$ cat src/rtl/lmad_pkg.sv
package lmad_pkg;

  localparam int CFG_AW         = 8;
  localparam int CFG_DW         = 8;
  localparam int ATTR_W         = 2;
  localparam int NUM_ATTR_BYTES = 7;
  localparam int NUM_REGIONS    = 13;
  localparam int LOW_W          = 20;
  localparam int SEG_SHIFT      = 14;
  localparam int SEG_W          = 4;
  localparam int MB_PER_UNIT    = 8;

  // configuration offsets (fixed by software convention)
  localparam int OFS_MEMSIZE    = 'h57;
  localparam int OFS_ATTR_BASE  = 'h59;
  localparam int OFS_ATTR_LAST  = OFS_ATTR_BASE + NUM_ATTR_BYTES - 1;
  localparam int OFS_SMRAM      = 'h72;

  localparam logic [CFG_DW-1:0] ATTR_RST  = 8'h00;
  localparam logic [CFG_DW-1:0] SMRAM_RST = 8'h02;

  // legacy window boundaries
  localparam int SMRAM_LO  = 'hA0000;
  localparam int SEG_LO    = 'hC0000;
  localparam int UPPER_LO  = 'hF0000;
  localparam int SMRAM_HI  = 'hBFFFF;

  localparam int SMRAM_BIT_SMM  = 3;
  localparam int SMRAM_BIT_OPEN = 6;

  typedef enum logic [1:0] {
    TGT_PCI     = 2'b00,
    TGT_DRAM    = 2'b01,
    TGT_DRAM_RO = 2'b10
  } tgt_e;

  typedef logic [NUM_ATTR_BYTES-1:0][CFG_DW-1:0] attr_bytes_t;
  typedef logic [NUM_REGIONS-1:0][ATTR_W-1:0]    region_attr_t;

  function automatic tgt_e code_to_tgt(input logic [ATTR_W-1:0] code);
    case (code)
      2'b11:   return TGT_DRAM;
      2'b01:   return TGT_DRAM_RO;
      default: return TGT_PCI;
    endcase
  endfunction

endpackage

$ cat src/rtl/lmad_cfg_regs.sv
module lmad_cfg_regs
  import lmad_pkg::*;
#(
  parameter int DRAM_MB = 512
) (
  input  logic              clk,
  input  logic              rst,
  input  logic              cfg_we,
  input  logic [CFG_AW-1:0] cfg_addr,
  input  logic [CFG_DW-1:0] cfg_wdata,
  output attr_bytes_t       attr_bytes,
  output logic [CFG_DW-1:0] smram_q,
  output logic [CFG_DW-1:0] cfg_rdata
);

  localparam int SIZE_UNITS = DRAM_MB / MB_PER_UNIT;
  localparam int SIZE_MAX   = (1 << CFG_DW) - 1;
  localparam logic [CFG_DW-1:0] SIZE_VAL =
    CFG_DW'((SIZE_UNITS > SIZE_MAX) ? SIZE_MAX : SIZE_UNITS);

  localparam logic [CFG_AW-1:0] A_SMRAM = CFG_AW'(OFS_SMRAM);
  localparam logic [CFG_AW-1:0] A_SIZE  = CFG_AW'(OFS_MEMSIZE);
  localparam logic [CFG_AW-1:0] A_LO    = CFG_AW'(OFS_ATTR_BASE);
  localparam logic [CFG_AW-1:0] A_HI    = CFG_AW'(OFS_ATTR_LAST);

  logic [CFG_DW-1:0] rd_next;

  always_ff @(posedge clk) begin
    if (rst) begin
      attr_bytes <= '{default: ATTR_RST};
      smram_q    <= SMRAM_RST;
    end else if (cfg_we) begin
      for (int k = 0; k < NUM_ATTR_BYTES; k++) begin
        if (cfg_addr == CFG_AW'(OFS_ATTR_BASE + k)) attr_bytes[k] <= cfg_wdata;
      end
      if (cfg_addr == A_SMRAM) smram_q <= cfg_wdata;
    end
  end

  always_comb begin
    rd_next = '0;
    if (cfg_addr == A_SIZE)  rd_next = SIZE_VAL;
    if (cfg_addr == A_SMRAM) rd_next = smram_q;
    for (int k = 0; k < NUM_ATTR_BYTES; k++) begin
      if (cfg_addr == CFG_AW'(OFS_ATTR_BASE + k)) rd_next = attr_bytes[k];
    end
  end

  always_ff @(posedge clk) begin
    if (rst) cfg_rdata <= '0;
    else     cfg_rdata <= rd_next;
  end

  AST_CFG_RESET_VALUES: assert property (@(posedge clk) disable iff (rst)
    $fell(rst) |-> (smram_q == SMRAM_RST) && (attr_bytes == '0));

  AST_STRAY_WRITE_IGNORED: assert property (@(posedge clk) disable iff (rst)
    (cfg_we && (cfg_addr < A_LO || cfg_addr > A_HI) && cfg_addr != A_SMRAM)
      |=> $stable(attr_bytes) && $stable(smram_q));

  AST_CFG_HOLD_WITHOUT_WRITE: assert property (@(posedge clk) disable iff (rst)
    !cfg_we |=> $stable(attr_bytes) && $stable(smram_q));

endmodule

$ cat src/rtl/lmad_attr_unpack.sv
module lmad_attr_unpack
  import lmad_pkg::*;
(
  input  attr_bytes_t  bytes_in,
  output region_attr_t region_code
);

  for (genvar r = 0; r < NUM_REGIONS; r++) begin : g_region
    if (r == 0) begin : g_upper
      assign region_code[r] = bytes_in[0][5:4];
    end else begin : g_seg
      localparam int SRC_BYTE = 1 + (r - 1) / 2;
      if (((r - 1) % 2) == 1) begin : g_odd
        assign region_code[r] = bytes_in[SRC_BYTE][5:4];
      end else begin : g_even
        assign region_code[r] = bytes_in[SRC_BYTE][1:0];
      end
    end
  end

  // bits carried for read-back only
  logic [NUM_ATTR_BYTES-1:0] unused_bits;
  for (genvar k = 0; k < NUM_ATTR_BYTES; k++) begin : g_spare
    if (k == 0) begin : g_first
      assign unused_bits[k] = ^{bytes_in[k][7:6], bytes_in[k][3:0]};
    end else begin : g_rest
      assign unused_bits[k] = ^{bytes_in[k][7:6], bytes_in[k][3:2]};
    end
  end

endmodule

$ cat src/rtl/lmad_addr_decode.sv
module lmad_addr_decode
  import lmad_pkg::*;
#(
  parameter int ADDR_W = 32
) (
  input  logic [ADDR_W-1:0] addr,
  input  logic              is_write,
  input  logic              smm_active,
  input  logic              smram_smm_en,
  input  logic              smram_force_en,
  input  region_attr_t      region_code,
  output tgt_e              target,
  output logic              wr_blocked
);

  logic             above_1m;
  logic [LOW_W-1:0] low;
  logic [SEG_W-1:0] seg;
  logic [SEG_W-1:0] ridx;
  logic             smram_open;

  assign above_1m   = (addr >> LOW_W) != '0;
  assign low        = addr[LOW_W-1:0];
  assign seg        = SEG_W'((low - LOW_W'(SEG_LO)) >> SEG_SHIFT);
  assign ridx       = seg + SEG_W'(1);
  assign smram_open = (smm_active && smram_smm_en) || smram_force_en;

  always_comb begin
    target = TGT_DRAM;
    if (!above_1m) begin
      if (low >= LOW_W'(UPPER_LO)) begin
        target = code_to_tgt(region_code[0]);
      end else if (low >= LOW_W'(SEG_LO)) begin
        target = code_to_tgt(region_code[ridx]);
      end else if (low >= LOW_W'(SMRAM_LO)) begin
        target = smram_open ? TGT_DRAM : TGT_PCI;
      end
    end
  end

  assign wr_blocked = is_write && (target == TGT_DRAM_RO);

endmodule

$ cat src/rtl/lmad_top.sv
module lmad_top
  import lmad_pkg::*;
#(
  parameter int ADDR_W  = 32,
  parameter int DRAM_MB = 512
) (
  input  logic              clk,
  input  logic              rst,
  input  logic              cfg_we,
  input  logic [7:0]        cfg_addr,
  input  logic [7:0]        cfg_wdata,
  output logic [7:0]        cfg_rdata,
  input  logic              acc_valid,
  input  logic [ADDR_W-1:0] acc_addr,
  input  logic              acc_write,
  input  logic              smm_active,
  output logic              res_valid,
  output logic [1:0]        res_target,
  output logic              res_wr_blocked
);

  attr_bytes_t       attr_bytes;
  logic [CFG_DW-1:0] smram_q;
  region_attr_t      region_code;
  tgt_e              dec_target;
  logic              dec_blocked;

  lmad_cfg_regs #(.DRAM_MB(DRAM_MB)) u_cfg (
    .clk        (clk),
    .rst        (rst),
    .cfg_we     (cfg_we),
    .cfg_addr   (cfg_addr),
    .cfg_wdata  (cfg_wdata),
    .attr_bytes (attr_bytes),
    .smram_q    (smram_q),
    .cfg_rdata  (cfg_rdata)
  );

  lmad_attr_unpack u_unpack (
    .bytes_in    (attr_bytes),
    .region_code (region_code)
  );

  lmad_addr_decode #(.ADDR_W(ADDR_W)) u_dec (
    .addr           (acc_addr),
    .is_write       (acc_write),
    .smm_active     (smm_active),
    .smram_smm_en   (smram_q[SMRAM_BIT_SMM]),
    .smram_force_en (smram_q[SMRAM_BIT_OPEN]),
    .region_code    (region_code),
    .target         (dec_target),
    .wr_blocked     (dec_blocked)
  );

  always_ff @(posedge clk) begin
    if (rst) begin
      res_valid      <= 1'b0;
      res_target     <= TGT_PCI;
      res_wr_blocked <= 1'b0;
    end else begin
      res_valid      <= acc_valid;
      res_target     <= dec_target;
      res_wr_blocked <= acc_valid && dec_blocked;
    end
  end

  logic unused_smram;
  assign unused_smram = ^{smram_q[7], smram_q[5:4], smram_q[2:0]};

  AST_BLOCK_IMPLIES_RO: assert property (@(posedge clk) disable iff (rst)
    res_wr_blocked |-> res_target == TGT_DRAM_RO);

  AST_BLOCK_ONLY_ON_WRITE: assert property (@(posedge clk) disable iff (rst)
    res_wr_blocked |-> $past(acc_write) && $past(acc_valid));

  AST_SMRAM_CLOSED: assert property (@(posedge clk) disable iff (rst)
    (res_valid
     && $past(acc_addr) >= ADDR_W'(SMRAM_LO) && $past(acc_addr) <= ADDR_W'(SMRAM_HI)
     && !$past(smram_q[SMRAM_BIT_OPEN])
     && !($past(smm_active) && $past(smram_q[SMRAM_BIT_SMM])))
    |-> res_target == TGT_PCI);

endmodule

$ cat config.mk
export PLATFORM = sky130hd
export DESIGN_NAME = lmad_top
export DESIGN_NICKNAME = d
export VERILOG_FILES = /design/src/rtl/lmad_pkg.sv /design/src/rtl/lmad_cfg_regs.sv /design/src/rtl/lmad_attr_unpack.sv /design/src/rtl/lmad_addr_decode.sv /design/src/rtl/lmad_top.sv
export SDC_FILE = /design/constraint.sdc
export NUM_CORES = 1
export LEC_CHECK = 0
export ABC_AREA = 1
export ABC_CLOCK_PERIOD_IN_PS = 2560
export BUFFER_PORTS_ARGS = -buffer_cell sky130_fd_sc_hd__buf_2
export CAP_MARGIN = 15
export CELL_PAD_IN_SITES_DETAIL_PLACEMENT = 0
export CELL_PAD_IN_SITES_GLOBAL_PLACEMENT = 1
export CORE_ASPECT_RATIO = 0.9
export CORE_MARGIN = 2
export CORE_UTILIZATION = 43
export DETAILED_ROUTE_END_ITERATION = 10
export GPL_TIMING_DRIVEN = 1
export PLACE_DENSITY = 0.83
export SYNTH_ARGS = -nofsm -noshare
export SYNTH_HDL_FRONTEND = slang
export SYNTH_SLANG_ARGS = --single-unit
$ cat constraint.sdc
create_clock -name clk -period 2.56 [get_ports clk]
set_input_delay 0.384 -clock clk [delete_from_list [all_inputs] [get_ports clk]]
set_output_delay 0.384 -clock clk [all_outputs]
set_load 0.1 [all_outputs]
== After elaboration in Yosys (flattened, before gate mapping) ==
Index checks and enable logic that the tools add are counted.
W data, S select, Z words.

* Bits in registers: 76
* Bits of input ports: 54
* Output and inout bits: 12
* Logic and storage cells: 63

* Add/subtract/negate cells: 2
* Magnitude comparators: 4
* Eq/ne operators: 14
* Mux-type cells: 18
* Reductions and logical operators: 13

{| class="wikitable"
|+ Operator list
! kind !! number
|-
| $eq A8 B7 Y1 const B || 9
|-
| $mux W8 || 8
|-
| $ge A20 B20 Y1 const B || 3
|-
| $reduce_bool A32 Y1 || 1
|-
| $sub A18 B1 Y18 const B || 1
|-
| $reduce_and A2 Y1 || 8
|-
| $mux W2 || 5
|-
| $bmux W2 S4 || 1
|-
| $pmux W2 S2 || 2
|-
| $mux W7 || 1
|-
| $eq A2 B2 Y1 const B || 3
|-
| $lt A4 B5 Y1 const B || 1
|-
| $add A4 B1 Y4 const B || 1
|-
| $eq A2 B1 Y1 const B || 2
|-
| $logic_and A1 B1 Y1 || 3
|-
| $logic_or A1 B1 Y1 || 1
|-
| $mux W1 || 1
|}

== Longest topological paths before layout ==
Gate-level depths: netlist of run 1.

* Depth in word-level cells: 12
* Depth in mapped cells: 13
* Mapped depth without buffers: 13

== Cells and area by module ==
A second synthesis of run 1 with hierarchy kept.

* Cell total of the unflattened synthesis: 606
* Area, all modules: 4082.7 um^2

{| class="wikitable"
|+ By module, submodules not included
! module !! times used !! cells each !! area each (um^2)
|-
| lmad_cfg_regs || 1 || 450 || 3214.3
|-
| lmad_addr_decode || 1 || 118 || 560.5
|-
| lmad_attr_unpack || 1 || 26 || 195.2
|-
| lmad_top || 1 || 12 || 112.6
|}

== Least setup slack after synthesis of run 1 ==
No wires, ideal clock.

* Kind: input -> register
* Start point: input acc_addr[14]
* End point: register res_wr_blocked
* Library setup time: 0.110 ns
* Arrival: 1.566 ns
* Required time: 2.450 ns
* Setup slack: 0.883 ns
* Stages on the path: 13
* Buffers on the path: 1
* Cells stage by stage: inv_1 > ha_1 > buf_2 > a21oi_1 > o21ai_0 > nand2_1 > nor2_1 > nor2_1 > nor2_1 > nor2_1 > nand2_1 > nand2_1 > nor2_1

* Longest elaborated chain between the ends: 12

{| class="wikitable"
|+ RTL lines
! element !! RTL line !! text
|-
| from (decl) || lmad_top.sv:14 || <nowiki>input logic [ADDR_W-1:0] acc_addr,</nowiki>
|-
| $sub A18 B1 Y18 || lmad_addr_decode.sv:24 || <nowiki>assign seg = SEG_W'((low - LOW_W'(SEG_LO)) >> SEG_SHIFT);</nowiki>
|-
| $add A4 B1 Y4 || lmad_addr_decode.sv:25 || <nowiki>assign ridx = seg + SEG_W'(1);</nowiki>
|-
| $bmux W2 S4 || lmad_addr_decode.sv:34 || <nowiki>target = code_to_tgt(region_code[ridx]);</nowiki>
|-
| $mux W2 (not written as such) || lmad_addr_decode.sv:34 ||
|-
| $eq A2 B1 Y1 or $eq A2 B2 Y1 (tied branches) || lmad_pkg.sv:41 || <nowiki>case (code)</nowiki>
|-
| $pmux W2 S2 || lmad_pkg.sv:41 ||
|-
| $mux W2 || lmad_addr_decode.sv:33 || <nowiki>end else if (low >= LOW_W'(SEG_LO)) begin</nowiki>
|-
| $mux W2 * || lmad_addr_decode.sv:31 || <nowiki>if (low >= LOW_W'(UPPER_LO)) begin</nowiki>
|-
| $mux W2 * || lmad_addr_decode.sv:30 || <nowiki>if (!above_1m) begin</nowiki>
|-
| $eq A2 B2 Y1 * || lmad_addr_decode.sv:41 || <nowiki>assign wr_blocked = is_write && (target == TGT_DRAM_RO);</nowiki>
|-
| $logic_and A1 B1 Y1 * || lmad_addr_decode.sv:41 ||
|-
| $logic_and A1 B1 Y1 * || lmad_top.sv:63 || <nowiki>res_wr_blocked <= acc_valid && dec_blocked;</nowiki>
|-
| to (signal assigned) || lmad_top.sv:63 ||
|-
| to (decl) || lmad_top.sv:19 || <nowiki>output logic res_wr_blocked</nowiki>
|}

Mark *: on every way between the ends. The rest lies on a longest branch, timed or not. The select of a mux whose other input is x is not followed.
A chain may end at the register's enable or synchronous reset.

== Worst setup path in the final report of run 1 ==
Same ends and word-level chain as after synthesis.

==> flow_metrics.env, run 1 <==
export IMPL_status="finished, final reports clean"
export IMPL_final_max_slew_viol_count=0
export IMPL_hold_viol_final=0
export IMPL_rsz0062_at_grt="no"
export IMPL_ys_seq_area_share_pct=40.8
export IMPL_layout_commonest_cell="nand2_1"
export IMPL_grtUsageMet1_pct=30.7
export IMPL_initial_core_util_pct=43.9
export IMPL_ys_warn_count=0
export IMPL_ios=66
export IMPL_preCtsSetupSlack_ns=0.348
export IMPL_clk_path_buf_depth=2
export IMPL_critical_path_arrival_ns=2.13
export IMPL_clock_latency_ns=0.35
export IMPL_drt_iter0_drc=174
export IMPL_cp_end_kind="flop"
export IMPL_hold_path_class="in2reg"
export IMPL_dp_hpwl_mm=7.23
export IMPL_power_frac_seq_pct=50.8
export IMPL_hold_slack_ns=0.249
export IMPL_io_buffers=51
export IMPL_power_share_clock_pct=39.9
export IMPL_final_cell_mix="nand2_1 (83), a21oi_1 (79), dfxtp_1 (76), inv_1 (71), o21ai_0 (59)"
export IMPL_cts_setup_buffers=0
export IMPL_clock_fmax_mhz=543
export IMPL_cp_max_fo=23
export IMPL_die_w_um=102
export IMPL_grt_usage_pct=22.4
export IMPL_vias_per_cell=5.10
export IMPL_hold_buffers=0
export IMPL_relSlewSlack_pct=47.6
export IMPL_synth_seq_cells=76
export IMPL_peakVddDrop_mv=0.360
export IMPL_power_leakage_nw=1.71
export IMPL_critPathKind="in2reg"
export IMPL_synth_area_um2=3730
export IMPL_die_h_um=92.4
export IMPL_grt_pass1_vias=3338
export IMPL_antenna_cells=0
export IMPL_gr_total_overflow=0
export IMPL_grt_pass1_wl_mm=16.3
export IMPL_wl_per_cell_um=14.1
export IMPL_max_stage_delay_ns=0.47
export IMPL_max_cap_violations=0
export IMPL_cp_slowest_cell="xnor2_1"
export IMPL_vias=3591
export IMPL_dp_cells=688
export IMPL_worstPathCellList="buf_2, buf_4, ha_1, xnor2_1, nand3_1, nand2_1, nand2_1, nor2_1, nand3_1, nand2_1, nand2_1, nor2_1"
export IMPL_setup_tns_final_ns=0
export IMPL_cts_buffers=9
export IMPL_path_buf_inv=2
export IMPL_ant_nets=0
export IMPL_grt_max_degree=30
export IMPL_path_delay_family="simple AND/OR/NAND/NOR gates"
export IMPL_cp_start_kind="input pin"
export IMPL_setup_ws_ns=0.717
export IMPL_synthCells=532
export IMPL_core_area_um2=8490
export IMPL_p_sw_share_pct=26.1
export IMPL_gr_max_usage_layer="met2"
export IMPL_intPower_w=0.00173
export IMPL_route_detailed_drc=0
export IMPL_clock_skew_ns=0.0105
export IMPL_die_area_um2=9440
export IMPL_finalNetCount=636
export IMPL_yosysUniqueCellTypes=32
export IMPL_cts_root_buf="clkbuf_8"
export IMPL_cts_resized=0
export IMPL_worst_pin_slew_ns=0.785
export IMPL_setup_violations_final=0
export IMPL_syn_avg_cell_area_um2=7.01
export IMPL_comb_power_share_pct=9.3
export IMPL_fill_cells=909
export IMPL_cts_num_sinks=76
export IMPL_met3_usage_pct=5.13
export IMPL_timing_final_crit_share_pct=72.0
export IMPL_cts_tree="built"
export IMPL_area_growth_pct=14.9
export IMPL_path_common_cell="nand2_1"
export IMPL_clk_pin_slew_ns=0.08
export IMPL_met2_usage_pct=35.4
export IMPL_grt_antenna_before_repair=0
export IMPL_min_period_ns=1.84
export IMPL_p_per_area_nw_per_um2=544
export IMPL_dr_pass1_iters=4
export IMPL_drive_above_1_share_pct=17.1
export IMPL_p_switching_w=0.000609
export IMPL_postSynthNetCount=588
export IMPL_fin_cells=704
export IMPL_rows=32
export IMPL_gp_congestion=0.845
export IMPL_htree_num_levels=3
export IMPL_required_ns=2.85
export IMPL_wl_mm=9.94
Yosys cell counts, drive strengths merged:
library cell / n / area, µm²
a211oi: 5 / 37.5
a21oi: 79 / 395
and2: 1 / 6.26
and3: 1 / 6.26
buf: 13 / 75.1
clkbuf: 9 / 33.8
dfxtp: 76 / 1520
ha: 2 / 25.0
inv: 77 / 292
nand2: 92 / 378
nand3: 39 / 195
nand4: 10 / 77.6
nor2: 46 / 219
nor3: 6 / 41.3
nor4: 7 / 50.1
o2111ai: 1 / 8.76
o211ai: 5 / 37.5
o21ai: 59 / 295
o221ai: 2 / 17.5
xnor2: 1 / 8.76
xor2: 1 / 8.76
tightest hold or removal path, stage by stage:
cell	delay (ns)
buf_2	0.10
inv_1	0.04
nor2_1	0.03
state kept, by name, summed over array words and instances (netlist names):
register / count
res_wr_blocked: 1
u_cfg.smram_q: 8
res_valid: 1
u_cfg.cfg_rdata: 8
res_target: 2
u_cfg.attr_bytes: 56
routing by layer:
| layer | part of all wire [%] | vias to the layer above |
|---|---|---|
| met1 | 49 | 1668 |
| met5 | 0 | - |
| met4 | 1.4 | 0 |
| li1 | - | 1860 |
| met2 | 45 | 55 |
| met3 | 4.6 | 8 |
power by group through the flow:
stage               Combinational (W)  Clock (W)  Sequential, W
floorplan                    0.000116          0        0.00123
global placement             0.000212          0        0.00121
detailed placement           0.000215          0        0.00121
CTS                          0.000216   0.000953        0.00119
global route                 0.000242   0.000995        0.00119
finish                       0.000216   0.000931        0.00119
through the flow:
stage | util, % | instance area (µm²) | power (W)
3_3_place_gp | 48.1 | 4090 | 0.00143
2_1_floorplan | - | 3730 | 0.00134
6_report | 50.5 | 4290 | 0.00233
5_1_grt | 50.5 | 4290 | 0.00242
4_1_cts | 50.5 | 4290 | 0.00235
3_5_place_dp | 48.1 | 4090 | 0.00143
cell type report:
| type | count | area (µm²) | area share [%] |
|---|---|---|---|
| clock buffers | 10 | 138 | 3.21 |
| inverters | 77 | 292 | 6.80 |
| well taps | 119 | 149 | 3.47 |
| clock inverters | 6 | 63.8 | 1.49 |
| multi-input cells | 357 | 1810 | 42.2 |
| flip-flops and latches | 76 | 1520 | 35.5 |
| repair buffers | 59 | 315 | 7.36 |
worst paths after layout:
path                                     startpoint                                end  slack [ns]  depth (start not counted)
setup / recovery                       acc_addr[14]          res_wr_blocked$_SDFF_PP0_        0.72                         12
hold / removal                            acc_valid               res_valid$_SDFF_PP0_        0.25                          3
setup reg to reg  u_cfg.attr_bytes[41]$_SDFFE_PP0P_          res_wr_blocked$_SDFF_PP0_        1.22                          9
hold reg to reg   u_cfg.attr_bytes[46]$_SDFFE_PP0P_  u_cfg.attr_bytes[46]$_SDFFE_PP0P_        0.45                          2
logic make-up after synthesis:
kind of cell / count (synthesis) / synth area share (%)
compound gates: 151 / 21.2
buf+inv: 99 / 10.7
simple gates: 202 / 26.1
xor+xnor: 2 / 0.470
flops: 76 / 40.8
fa+ha+maj: 2 / 0.671
(Power assumes the default switching activity.)
==> inputs of run 2 (changes only) <==
Settings changed: ABC_CLOCK_PERIOD_IN_PS 2560 to 1550, CORE_UTILIZATION 43 to 36, PLACE_DENSITY 0.83 to 0.74.
Clock period 2.56 ns to 1.55 ns, I/O delays scaled along.
==> run 2 against run 1 <==
Against the previous run: die area increased by 19%; worst hold slack worse by 0.13 ns; largest cell class unchanged; utilization decreased by 3.7 points; flip-flop and latch count is the same.
==> flow_metrics.env, run 2 (synthesized netlist as in run 1, its figures left out) <==
export IMPL_vias_per_cell=4.95
export IMPL_setup_violations_final=0
export IMPL_core_area_um2=10200
export IMPL_relSlewSlack_pct=67.5
export IMPL_vias=3742
export IMPL_grt_pass1_wl_mm=17.4
export IMPL_wl_mm=10.6
export IMPL_wl_met1_mm=5.13
export IMPL_area_growth_pct=27.4
export IMPL_cts_buffers=9
export IMPL_grt_antenna_before_repair=0
export IMPL_rows=35
export IMPL_fin_cells=756
export IMPL_grt_pass1_vias=3506
export IMPL_finalNetCount=678
export IMPL_ant_nets=0
export IMPL_clock_latency_ns=0.34
export IMPL_ios=66
export IMPL_io_buffers=51
export IMPL_post_dp_cell_area_um2=4430
export IMPL_finalPower_w=0.00455
export IMPL_clk_pin_slew_ns=0.06
export IMPL_antenna_cells=0
export IMPL_required_ns=1.76
export IMPL_p_per_area_nw_per_um2=958
export IMPL_wl_met3_um=508
export IMPL_largest_register_ff_count=56
export IMPL_status="finished, final reports clean"
export IMPL_final_cell_mix="nand2_1 (83), a21oi_1 (79), dfxtp_1 (76), inv_1 (71), o21ai_0 (59)"
export IMPL_gr_total_overflow=0
export IMPL_seqCellArea_um2=1520
export IMPL_drive_above_1_share_pct=23.0
export IMPL_multi_input_area_um2=1820
export IMPL_largest_register="u_cfg.attr_bytes"
export IMPL_dr_pass1_iters=4
export IMPL_r2r_start="u_cfg.attr_bytes[4]$_SDFFE_PP0P_"
export IMPL_min_to="res_valid$_SDFF_PP0_"
export IMPL_timing_final_crit_share_pct=88.8
export IMPL_hold_path_depth=3
export IMPL_min_period_ns=1.38
export IMPL_peakVddDrop_mv=0.435
export IMPL_layout_commonest_cell="nand2_1"
export IMPL_wl_met2_mm=4.79
export IMPL_final_max_slew_viol_count=0
export IMPL_grt_usage_pct=19.8
export IMPL_cp_max_fo=4
export IMPL_critical_path_arrival_ns=1.59
export IMPL_grt_max_degree=38
export IMPL_cts_root_buf="clkbuf_16"
export IMPL_htree_num_levels=3
export IMPL_hold_path_class="in2reg"
export IMPL_die_area_um2=11200
export IMPL_cts_tree="built"
export IMPL_fill_cells=1059
export IMPL_hold_start="acc_valid"
export IMPL_die_w_um=111
export IMPL_cp_end_kind="flop"
export IMPL_critPathKind="in2reg"
export IMPL_dp_cells=740
export IMPL_rsz0062_at_grt="no"
export IMPL_die_h_um=101
export IMPL_drt_iter0_drc=216
export IMPL_postLayoutCellArea_um2=4750
export IMPL_clock_fmax_mhz=727
export IMPL_cp_start_kind="input pin"
export IMPL_maxUsedRoutingLayer="met4"
export IMPL_cts_num_sinks=76
export IMPL_setup_tns_final_ns=0
export IMPL_wl_per_cell_um=14.0
export IMPL_clock_skew_ns=0.00963
export IMPL_gp_congestion=0.851
export IMPL_initial_core_util_pct=36.7
export IMPL_r2r_slack_ns=0.22
export IMPL_hold_viol_final=0
export IMPL_route_detailed_drc=0
export IMPL_clk_path_buf_depth=2
export IMPL_worst_pin_slew_ns=0.490
export IMPL_reg_top3="u_cfg.attr_bytes x56, u_cfg.cfg_rdata x8, u_cfg.smram_q x8"
export IMPL_power_leakage_nw=1.96
export IMPL_r2r_end="u_cfg.cfg_rdata[4]$_SDFF_PP0_"
export IMPL_dp_hpwl_mm=7.90
export IMPL_hold_slack_ns=0.115
export IMPL_worstRegToRegCells=6
export IMPL_max_cap_violations=0
[run 2: routing by layer]
metal  track usage [%]  up-vias
li1                  -     1938
met1              26.6     1711
met2              31.8       83
met3              4.93       10
met4              5.41        0
met5                 0        -
[run 2: worst max-delay path: stages]
cell and delay (ns):
buf_2 0.13, inv_1 0.07, nand2_1 0.10, nor2_2 0.08, nand2_4 0.10, buf_4 0.12
nor2_1 0.04, nor3_1 0.34, nand4_1 0.12, nor2_1 0.16, a21oi_1 0.09
[run 2: through the flow]
stage / setup WS, ns / util [%]
2_1_floorplan: 0.0250 / -
3_3_place_gp: -0.243 / 43.6
3_5_place_dp: -0.284 / 43.6
4_1_cts: 0.0502 / 46.6
5_1_grt: 0.0112 / 46.8
6_report: 0.174 / 46.8
[run 2: final cells by class]
class                      count  share of cell area (%)
sequential                    76                    32.0
tap                          129                    3.40
clock buffer                  10                    5.03
timing repair buffer         101                    13.5
clock inverter                 6                    1.50
multi-input combinational    357                    38.4
inverter                      77                    6.14
[run 2: repair_timing]
item / in CTS / in global routing
gates resized for setup: 0 / 3
hold buffers: 0 / 0
buffers inserted: 0 / 0
endpoints found under the setup margin: 0 / 3
[run 2: power by group]
group | switching, W | internal (W) | total (W)
Clock | 0.000872 | 0.00130 | 0.00217
Combinational | 0.000262 | 0.000153 | 0.000415
Sequential | 0.00000227 | 0.00196 | 0.00196
Total | 0.00114 | 0.00341 | 0.00455
[run 2: worst max-delay path by stage]
stage	from	endpoint	slack [ns]	cells past startpoint
detailed placement	acc_addr[14]	res_wr_blocked$_SDFF_PP0_	-0.28	14
global placement	acc_addr[14]	res_wr_blocked$_SDFF_PP0_	-0.24	14
CTS	acc_addr[14]	res_target[0]$_SDFF_PP0_	0.05	13
finish	cfg_addr[1]	u_cfg.cfg_rdata[4]$_SDFF_PP0_	0.17	11
global route	acc_addr[14]	res_wr_blocked$_SDFF_PP0_	0.01	14
floorplan	acc_addr[14]	res_wr_blocked$_SDFF_PP0_	0.02	13
